**src/rtl/bcc_pkg.sv**
```systemverilog
// Package: shared types for the branch evaluator.
// Assumes: the condition selector is the low opcode nibble.
package bcc_pkg;

    // Condition selector; the numeric value equals the opcode low nibble.
    typedef enum logic [3:0] {
        COND_ALWAYS = 4'h0,
        COND_NEVER  = 4'h1,
        COND_HI     = 4'h2,
        COND_LS     = 4'h3,
        COND_CCLR   = 4'h4,
        COND_CSET   = 4'h5,
        COND_NE     = 4'h6,
        COND_EQ     = 4'h7,
        COND_VCLR   = 4'h8,
        COND_VSET   = 4'h9,
        COND_PL     = 4'hA,
        COND_MI     = 4'hB,
        COND_GE     = 4'hC,
        COND_LT     = 4'hD,
        COND_GT     = 4'hE,
        COND_LE     = 4'hF
    } cond_e;

    // Condition flags as seen by the evaluator.
    typedef struct packed {
        logic n;
        logic z;
        logic v;
        logic c;
    } flags_t;

    // Upper opcode nibble that marks the branch family.
    localparam logic [3:0] BRANCH_GROUP = 4'h2;

endpackage

```
**src/rtl/bcc_cond_eval.sv**
```systemverilog
// Module: bcc_cond_eval
// Decides whether a branch is taken from its condition selector and the flags.
// Assumes: purely combinational; the caller qualifies the result with the
// branch-range decode.
module bcc_cond_eval
    import bcc_pkg::*;
(
    input  cond_e  sel_i,
    input  flags_t fl_i,
    output logic   take_o
);

    logic sgn_lt;

    // Signed less-than holds when the sign and overflow flags disagree.
    always_comb sgn_lt = fl_i.n ^ fl_i.v;

    // Selects the relation named by the condition code.
    always_comb begin
        unique case (sel_i)
            COND_ALWAYS: take_o = 1'b1;
            COND_NEVER:  take_o = 1'b0;
            COND_HI:     take_o = ~fl_i.c & ~fl_i.z;
            COND_LS:     take_o = fl_i.c | fl_i.z;
            COND_CCLR:   take_o = ~fl_i.c;
            COND_CSET:   take_o = fl_i.c;
            COND_NE:     take_o = ~fl_i.z;
            COND_EQ:     take_o = fl_i.z;
            COND_VCLR:   take_o = ~fl_i.v;
            COND_VSET:   take_o = fl_i.v;
            COND_PL:     take_o = ~fl_i.n;
            COND_MI:     take_o = fl_i.n;
            COND_GE:     take_o = ~sgn_lt;
            COND_LT:     take_o = sgn_lt;
            COND_GT:     take_o = ~fl_i.z & ~sgn_lt;
            COND_LE:     take_o = fl_i.z | sgn_lt;
            default:     take_o = 1'b0;
        endcase
    end

endmodule

```
**src/rtl/bcc_target.sv**
```systemverilog
// Module: bcc_target
// Adds a signed displacement to the next-instruction address.
// Assumes: the short form uses the low SHORT_W bits sign-extended, the long
// form uses all PC_W bits, and the sum wraps modulo 2^PC_W.
module bcc_target #(
    parameter int PC_W    = 16,
    parameter int SHORT_W = 8
) (
    input  logic            is_long_i,
    input  logic [PC_W-1:0] next_i,
    input  logic [PC_W-1:0] ofs_i,
    output logic [PC_W-1:0] target_o
);

    localparam int EXT_W = PC_W - SHORT_W;

    logic [PC_W-1:0] short_ext;
    logic [PC_W-1:0] disp;

    // Sign-extends the short displacement; the parameter picks whether any
    // extension bits are needed.
    generate
        if (EXT_W > 0) begin : g_ext
            always_comb short_ext = {{EXT_W{ofs_i[SHORT_W-1]}}, ofs_i[SHORT_W-1:0]};
        end else begin : g_noext
            always_comb short_ext = ofs_i;
        end
    endgenerate

    // Picks the displacement width for the form in use.
    always_comb disp = is_long_i ? ofs_i : short_ext;

    // Forms the wrapped branch target.
    always_comb target_o = next_i + disp;

endmodule

```
**src/rtl/bcc_cost.sv**
```systemverilog
// Module: bcc_cost
// Reports the byte length and cycle cost of a branch instruction.
// Assumes: non-branch opcodes report zero for both values.
module bcc_cost #(
    parameter int LEN_W       = 3,
    parameter int CYC_W       = 3,
    parameter int SHORT_LEN   = 2,
    parameter int LONG_LEN    = 4,
    parameter int SHORT_CYC   = 3,
    parameter int LONG_CYC_NT = 5,
    parameter int LONG_CYC_T  = 6
) (
    input  logic             is_branch_i,
    input  logic             is_long_i,
    input  logic             take_i,
    output logic [LEN_W-1:0] len_o,
    output logic [CYC_W-1:0] cyc_o
);

    localparam logic [LEN_W-1:0] L_SHORT = LEN_W'(SHORT_LEN);
    localparam logic [LEN_W-1:0] L_LONG  = LEN_W'(LONG_LEN);
    localparam logic [CYC_W-1:0] C_SHORT = CYC_W'(SHORT_CYC);
    localparam logic [CYC_W-1:0] C_LNT   = CYC_W'(LONG_CYC_NT);
    localparam logic [CYC_W-1:0] C_LT    = CYC_W'(LONG_CYC_T);

    // Looks up the length and the cost for the form and the outcome.
    always_comb begin
        if (!is_branch_i) begin
            len_o = '0;
            cyc_o = '0;
        end else if (is_long_i) begin
            len_o = L_LONG;
            cyc_o = take_i ? C_LT : C_LNT;
        end else begin
            len_o = L_SHORT;
            cyc_o = C_SHORT;
        end
    end

endmodule

```
**src/rtl/bcc_branch_unit.sv**
```systemverilog
// Module: bcc_branch_unit (top)
// Decides a relative branch, forms the next PC and reports its cost, with
// all results registered one clock after the inputs.
// Assumes: prefix detection and displacement fetch are done upstream; the
// flags are only read and never changed here.
module bcc_branch_unit
    import bcc_pkg::*;
#(
    parameter int PC_W    = 16,
    parameter int SHORT_W = 8,
    parameter int LEN_W   = 3,
    parameter int CYC_W   = 3
) (
    input  logic             clk,
    input  logic             rst_n,
    input  logic [7:0]       op_i,
    input  logic             long_i,
    input  logic             n_i,
    input  logic             z_i,
    input  logic             v_i,
    input  logic             c_i,
    input  logic [PC_W-1:0]  pc_next_i,
    input  logic [PC_W-1:0]  ofs_i,
    output logic             is_branch_o,
    output logic             taken_o,
    output logic [PC_W-1:0]  pc_o,
    output logic [LEN_W-1:0] len_o,
    output logic [CYC_W-1:0] cyc_o
);

    logic             in_range;
    logic             cond_hit;
    logic             take;
    flags_t           flags;
    cond_e            sel;
    logic [PC_W-1:0]  target;
    logic [PC_W-1:0]  pc_nxt;
    logic [LEN_W-1:0] len_nxt;
    logic [CYC_W-1:0] cyc_nxt;

    // Decodes the branch family and the condition selector from the opcode.
    always_comb begin
        in_range = (op_i[7:4] == BRANCH_GROUP);
        sel      = cond_e'(op_i[3:0]);
        flags    = '{n: n_i, z: z_i, v: v_i, c: c_i};
    end

    bcc_cond_eval u_cond (
        .sel_i  (sel),
        .fl_i   (flags),
        .take_o (cond_hit)
    );

    // Qualifies the condition with the branch-range decode.
    always_comb take = in_range & cond_hit;

    bcc_target #(
        .PC_W    (PC_W),
        .SHORT_W (SHORT_W)
    ) u_target (
        .is_long_i (long_i),
        .next_i    (pc_next_i),
        .ofs_i     (ofs_i),
        .target_o  (target)
    );

    // Chooses between the branch target and the fall-through address.
    always_comb pc_nxt = take ? target : pc_next_i;

    bcc_cost #(
        .LEN_W (LEN_W),
        .CYC_W (CYC_W)
    ) u_cost (
        .is_branch_i (in_range),
        .is_long_i   (long_i),
        .take_i      (take),
        .len_o       (len_nxt),
        .cyc_o       (cyc_nxt)
    );

    // Registers the results; a synchronous reset clears them.
    always_ff @(posedge clk) begin
        if (!rst_n) begin
            is_branch_o <= 1'b0;
            taken_o     <= 1'b0;
            pc_o        <= '0;
            len_o       <= '0;
            cyc_o       <= '0;
        end else begin
            is_branch_o <= in_range;
            taken_o     <= take;
            pc_o        <= pc_nxt;
            len_o       <= len_nxt;
            cyc_o       <= cyc_nxt;
        end
    end

endmodule

```
**config.mk**
```make
export PLATFORM = sky130hd
export DESIGN_NAME = bcc_branch_unit
export DESIGN_NICKNAME = d
export VERILOG_FILES = /design/src/rtl/bcc_pkg.sv /design/src/rtl/bcc_cond_eval.sv /design/src/rtl/bcc_target.sv /design/src/rtl/bcc_cost.sv /design/src/rtl/bcc_branch_unit.sv
export SDC_FILE = /design/constraint.sdc
export NUM_CORES = 1
export LEC_CHECK = 0
export BUFFER_PORTS_ARGS = -buffer_cell sky130_fd_sc_hd__buf_2
export CORE_ASPECT_RATIO = 1.2
export CORE_MARGIN = 5
export CORE_UTILIZATION = 47
export CTS_CLUSTER_DIAMETER = 100
export DETAILED_ROUTE_END_ITERATION = 6
export GPL_TIMING_DRIVEN = 1
export PLACE_DENSITY = 0.8
export SYNTH_ARGS = -nofsm -noshare
export SYNTH_HDL_FRONTEND = slang
export SYNTH_SLANG_ARGS = --single-unit
```
**constraint.sdc**
```tcl
create_clock -name clk -period 2.86 [get_ports clk]
set_clock_uncertainty 0.15 [all_clocks]
set_input_delay 0.429 -clock clk [delete_from_list [all_inputs] [get_ports clk]]
set_output_delay 0.429 -clock clk [all_outputs]
set_load 0.1 [all_outputs]
```
==> metrics.md, run 1 <==
| Metric | Value |
|---|---|
| Clock sinks | 23 |
| GRT busiest layer | met2 |
| Syn_area_per_cell | 8.24 sq um |
| Die width | 63.2 um |
| Routed Antenna Nets | 0 |
| # H-tree levels | 1 |
| Setup repair bufs after CTS | 0 |
| Vias in the first global route | 1608 |
| PwrDens | 469 nW/um^2 |
| Final GP Congestion | 0.836 |
| CP max FO | 8 |
| Ratio of cells with drive above 1 in the final layout | 30.0% |
| Routed vias | 1592 |
| Status | completed |
| HP Class | in2reg |
| DRC errors left | 0 |
| Reg clk slew, reported paths | 90 ps |
| Commonest cells post-synth | 26 x nand2_1, 23 x dfxtp_1, 19 x nor2_1, 15 x a21oi_1, 15 x ha_1 |
| WL per Instance | 13.2 um |
| Most common cell in the netlist | nand2_1 |
| Syn Nets | 257 |
| CTS tree | yes |
| Fin crit share | 87.4% |
| Hold Path Stages | 3 |
| Count of cells resized by post-cts repair | 0 |
| Yosys warns | 0 |
| Final min period | 2500 ps |
| Grt met3 use | 1.38% |
| Hold Path End | pc_o[5] |
| Final setup fails | 0 |
| Max Cap Violations | 0 |
| Mapped Cells | 194 |
| Met1 Use GR | 18.2% |
| Total routing usage reported by global routing | 16.5% |
| Final Core Density | 60.7% |
| Max Buffers Root-to-Sink | 2 |
| # IOs | 71 |
| Slew @ Worst Pin | 753 ps |
| Slew Limit Fails | 0 |
| # nets final | 327 |
| Flops & latches, synth | 23 |
| Area Growth Syn to Fin | 25.8% |
| Worst VDD drop | 0.000287 V |
| TNS Setup | 0 ps |
| Top cell type's share of synthesized area | 28.8% |
| Fill cells | 314 |
| DRT iter0 DRCs | 62 |
| Antenna Cells | 0 |
| Data required time of the worst path | 2910 ps |
| WL final | 3960 um |
| Leak | 1.03 nW |
| Avg Vias per Cell | 5.31 |
| CTS Hold Bufs | 0 |
| HP Start | pc_next_i[5] |
| DP HPWL | 3280 um |
| Die area | 4670 sq um |
| Main area contributors after synthesis | dfxtp_1 29%, ha_1 12%, mux2i_1 7.5%, xnor2_1 6.6%, nand2_1 6.1% |
| First-pass GRT wire length | 6420 um |
| Slew HR | 49.1% |
| Synth cell types | 41 |
| Cell area after synthesis | 1600 sq um |
| Sequential cell area fraction in the yosys report | 28.8% |
| EDFF count, synth | 0 |
| Initial antenna violation count | 0 |
| Std cell rows | 23 |
| Vert. Die Dim | 73.9 um |
| Top FF cell, synth | dfxtp_1 |
| WS Path Type | in2reg |
| Cell taking the most area after synthesis | dfxtp_1 |
| Clock root buffer | clkbuf_8 |
| Core Area | 3310 sq um |
| Critical path launch point type | primary input |
| Crit. End Element | flop |
| CP arrival | 2550 ps |
| Unrepaired setup endpoints after global routing | no |
| Grt ovf | 0 |
| M2 GR Usage | 32.0% |
| Initial core utilization | 48.3% |
| FMAX | 400 MHz |
| Final hold violations | 0 |
| Num CTS Buffers | 3 |
| Largest net degree at the start of global routing | 16 |
| Post-synth ARST share | 0% |
| Drt first pass iters | 4 |
| Port bufs | 69 |
## logic make-up after synthesis
family                     synth area share (%)
DFF                                        28.8
and+or+nand+nor                            20.4
muxes                                      7.52
xor gates and xnor gates                   9.24
AOI/OAI and AO/OA                          16.4
adders and majority gates                  13.0
buffers and inverters                      4.46
other                                     0.235
## routing by layer
layer / up-vias / routed length [um]
met4: 0 / 94
met3: 8 / 200
li1: 814 / -
met1: 725 / 1540
met2: 45 / 2120
met5: - / 0
## power breakdown
group / switching (W) / total [W] / internal (W)
clock network: 0.000110 / 0.000207 / 0.0000973
registers: 0.00000297 / 0.000338 / 0.000335
logic: 0.000261 / 0.000397 / 0.000137
total: 0.000374 / 0.000943 / 0.000569
## area by class of cell
class,count,area [sq um],area share (%)
clock inverters,1,5.00,0.249
repair buffers,71,360,17.9
multi-input cells,157,1070,53.1
well taps,37,46.3,2.30
inverters,8,30.0,1.49
clock buffers,3,41.3,2.05
flip-flops and latches,23,460,22.9
## cells in the final DEF (no fill, tap or decap), drive strengths merged, types with 2 or more instances in the layout
cell,count
xnor2,13
mux2i,12
nand2,26
nand3b,2
a21o,3
dfxtp,23
clkbuf,3
buf,71
and2,3
nor2,19
xor2,3
a21oi,15
inv,8
a31oi,3
nand3,4
ha,15
and3,4
nor3,3
nor2b,3
o21ai,10
o211ai,3
## sequential cells by signal, indices dropped and copies added (netlist names)
signal / count
pc_o: 16
cyc_o: 3
len_o: 2
is_branch_o: 1
taken_o: 1
## stage by stage
step	std cells	power [W]	worst slack (ps)	cell area [sq um]	hold slack (ps)
2_1_floorplan	194	0.000655	323	1600	401
3_3_place_gp	296	0.000737	201	1960	535
3_5_place_dp	296	0.000743	167	1960	543
4_1_cts	300	0.000945	394	2010	264
5_1_grt	300	0.000997	133	2010	264
6_report	300	0.000943	361	2010	261
## worst max-delay path, cell delays in order
cell      delay (ps)
buf_2             80
nand2b_1         280
nand2_1           90
ha_1             350
a21oi_1          150
o21ai_0          180
nor4_1           250
a21oi_1          130
xnor2_1          150
or3_1            310
a21oi_1          130
## worst max-delay path by stage
stage	cells past startpoint	end	slack, ps	start
floorplan	11	pc_o[15]	320	long_i
global placement	11	pc_o[15]	200	long_i
detailed placement	11	pc_o[15]	170	long_i
CTS	11	pc_o[15]	390	long_i
global route	11	pc_o[15]	130	long_i
finish	11	pc_o[15]	360	long_i
No activity file was read; power rests on OpenSTA's default activity.
==> inputs of run 2 (changes only) <==
- CORE_UTILIZATION: 47 -> 45
- PLACE_DENSITY: 0.8 -> 0.82
==> run 2 against run 1 <==
Cell count did not move; largest cell class unchanged; count of clock-buffer cells in the layout increased by 1; core utilization decreased by 1.6 points; global-route usage increased by 1.4 points.
==> metrics.md, run 2 (same netlist as run 1, synthesis figures left out) <==
| Metric | Value |
|---|---|
| Max reg flops | 16 (unchanged) |
| Count of cells resized by post-cts repair | 0 (unchanged) |
| Post-DP Area | 1960 sq um (unchanged) |
| TNS Setup | 0 ps (unchanged) |
| Die area | 4850 sq um (+3.8%) |
| Crit. End Element | flop |
| Reg with most FFs | pc_o |
| DP HPWL | 3470 um (+5.5%) |
| Routed Antenna Nets | 0 (unchanged) |
| Routed vias | 1637 (+2.8%) |
| M2 GR Usage | 33.8% (+1.8 points) |
| Clock sinks | 23 (unchanged) |
| # nets final | 327 (unchanged) |
| # IOs | 71 (unchanged) |
| FMAX | 386 MHz (-3.5%) |
| CP arrival | 2630 ps (+80 ps) |
| CTS tree | yes |
| Antenna Cells | 0 (unchanged) |
| Drt first pass iters | 4 (unchanged) |
| Total routing usage reported by global routing | 17.9% (+1.4 points) |
| Max Buffers Root-to-Sink | 2 (unchanged) |
| Setup WS pre-CTS | 82.5 ps (-84.0 ps) |
| Worst VDD drop | 0.000196 V (-32%) |
| # H-tree levels | 1 (unchanged) |
| Core Area | 3400 sq um (+2.6%) |
| Slew Limit Fails | 0 (unchanged) |
| Reg clk slew, reported paths | 80 ps (about the same) |
| CP max FO | 8 (unchanged) |
| Area Growth Syn to Fin | 25.7% (about the same) |
| Slew @ Worst Pin | 728 ps (-25.3 ps) |
| Grt ovf | 0 (unchanged) |
| Data required time of the worst path | 2910 ps (about the same) |
| Max Cap Violations | 0 (unchanged) |
| Leak | 1.03 nW (-0.26%) |
| Met1 Use GR | 19.2% (+1.0 points) |
| Fin area | 2010 sq um (about the same) |
| Grt met3 use | 1.79% (+0.41 points) |
| Final WS setup | 271 ps (-90.4 ps) |
| Fill cells | 328 (+4.5%) |
| Std cell rows | 23 (unchanged) |
| Critical path launch point type | primary input |
| CTS Hold Bufs | 0 (unchanged) |
| Unrepaired setup endpoints after global routing | no |
| WL final | 4210 um (+6.5%) |
| Fin crit share | 90.5% (+3.2 points) |
| Initial core utilization | 47.1% (-1.2 points) |
| Status | completed |
| Final min period | 2590 ps (+90.4 ps) |
| Regs by FF count | pc_o x16, cyc_o x3, len_o x2 |
| Largest net degree at the start of global routing | 16 (unchanged) |
| Most frequent cells in the layout | 69 x buf_2, 26 x nand2_1, 23 x dfxtp_1, 19 x nor2_1 |
| Vert. Die Dim | 75.3 um (+1.9%) |
| Ratio of cells with drive above 1 in the final layout | 29.7% (-0.38 points) |
| DRT iter0 DRCs | 53 (-15%) |
| Most common cell after layout, fill and taps aside | buf_2 |
| DRC errors left | 0 (unchanged) |
| WL per Instance | 14.0 um (+6.5%) |
| Die width | 64.4 um (+1.9%) |
| Avg Vias per Cell | 5.46 (+2.8%) |
| Vias in the first global route | 1699 (+5.7%) |
| Slew HR | 50.8% (+1.7 points) |
| Setup repair bufs after CTS | 0 (unchanged) |
| HP Class | in2reg |
| Num CTS Buffers | 3 (unchanged) |
| Final setup fails | 0 (unchanged) |
| Final hold violations | 0 (unchanged) |
| PwrDens | 470 nW/um^2 (+0.15%) |
| Final GP Congestion | 0.848 (+1.4%) |
| Clock root buffer | clkbuf_8 |
| Initial antenna violation count | 0 (unchanged) |
| WS Path Type | in2reg |
| First-pass GRT wire length | 6960 um (+8.5%) |
| Port bufs | 69 (unchanged) |
| GRT busiest layer | met2 |
run 2: layout make-up:
cell class / count / area [sq um] / share of cell area, %
Clock buffer: 4 / 45.0 / 2.24
Inverter: 8 / 30.0 / 1.50
Multi-Input combinational cell: 157 / 1070 / 53.1
Sequential cell: 23 / 460 / 22.9
Tap cell: 37 / 46.3 / 2.31
Timing Repair Buffer: 71 / 360 / 17.9
run 2: worst paths after layout:
check	start	to	depth (start not counted)	slack (ps)
worst max-delay path	long_i	pc_o[15]	11	270
worst min-delay path	pc_next_i[0]	pc_o[0]	3	250
run 2: where the power goes:
part	switching (W)	internal [W]
registers	0.00000292	0.000335
clock network	0.000104	0.0000995
logic	0.000265	0.000137
run 2: critical path, stage by stage:
cell and delay (ps):
buf_2 100, nand2b_1 310, nand2_1 90, ha_1 360, a21oi_1 160, o21ai_0 200
nor4_1 260, a21oi_1 130, xnor2_1 150, or3_1 310, a21oi_1 140
run 2: per-stage QoR:
step | instances | util (%) | total power (W) | hold WS (ps)
2_1_floorplan | 194 | - | 0.000655 | 401
3_3_place_gp | 296 | 57.8 | 0.000736 | 538
3_5_place_dp | 296 | 57.8 | 0.000745 | 540
4_1_cts | 300 | 59.1 | 0.000946 | 258
5_1_grt | 300 | 59.1 | 0.000998 | 278
6_report | 300 | 59.1 | 0.000944 | 254
run 2: routing by layer:
metal  up-vias  share of wire (%)
met5         -                  0
met1       739                 39
met3        19                5.4
met2        68                 51
met4         0                4.6
li1        811                  -
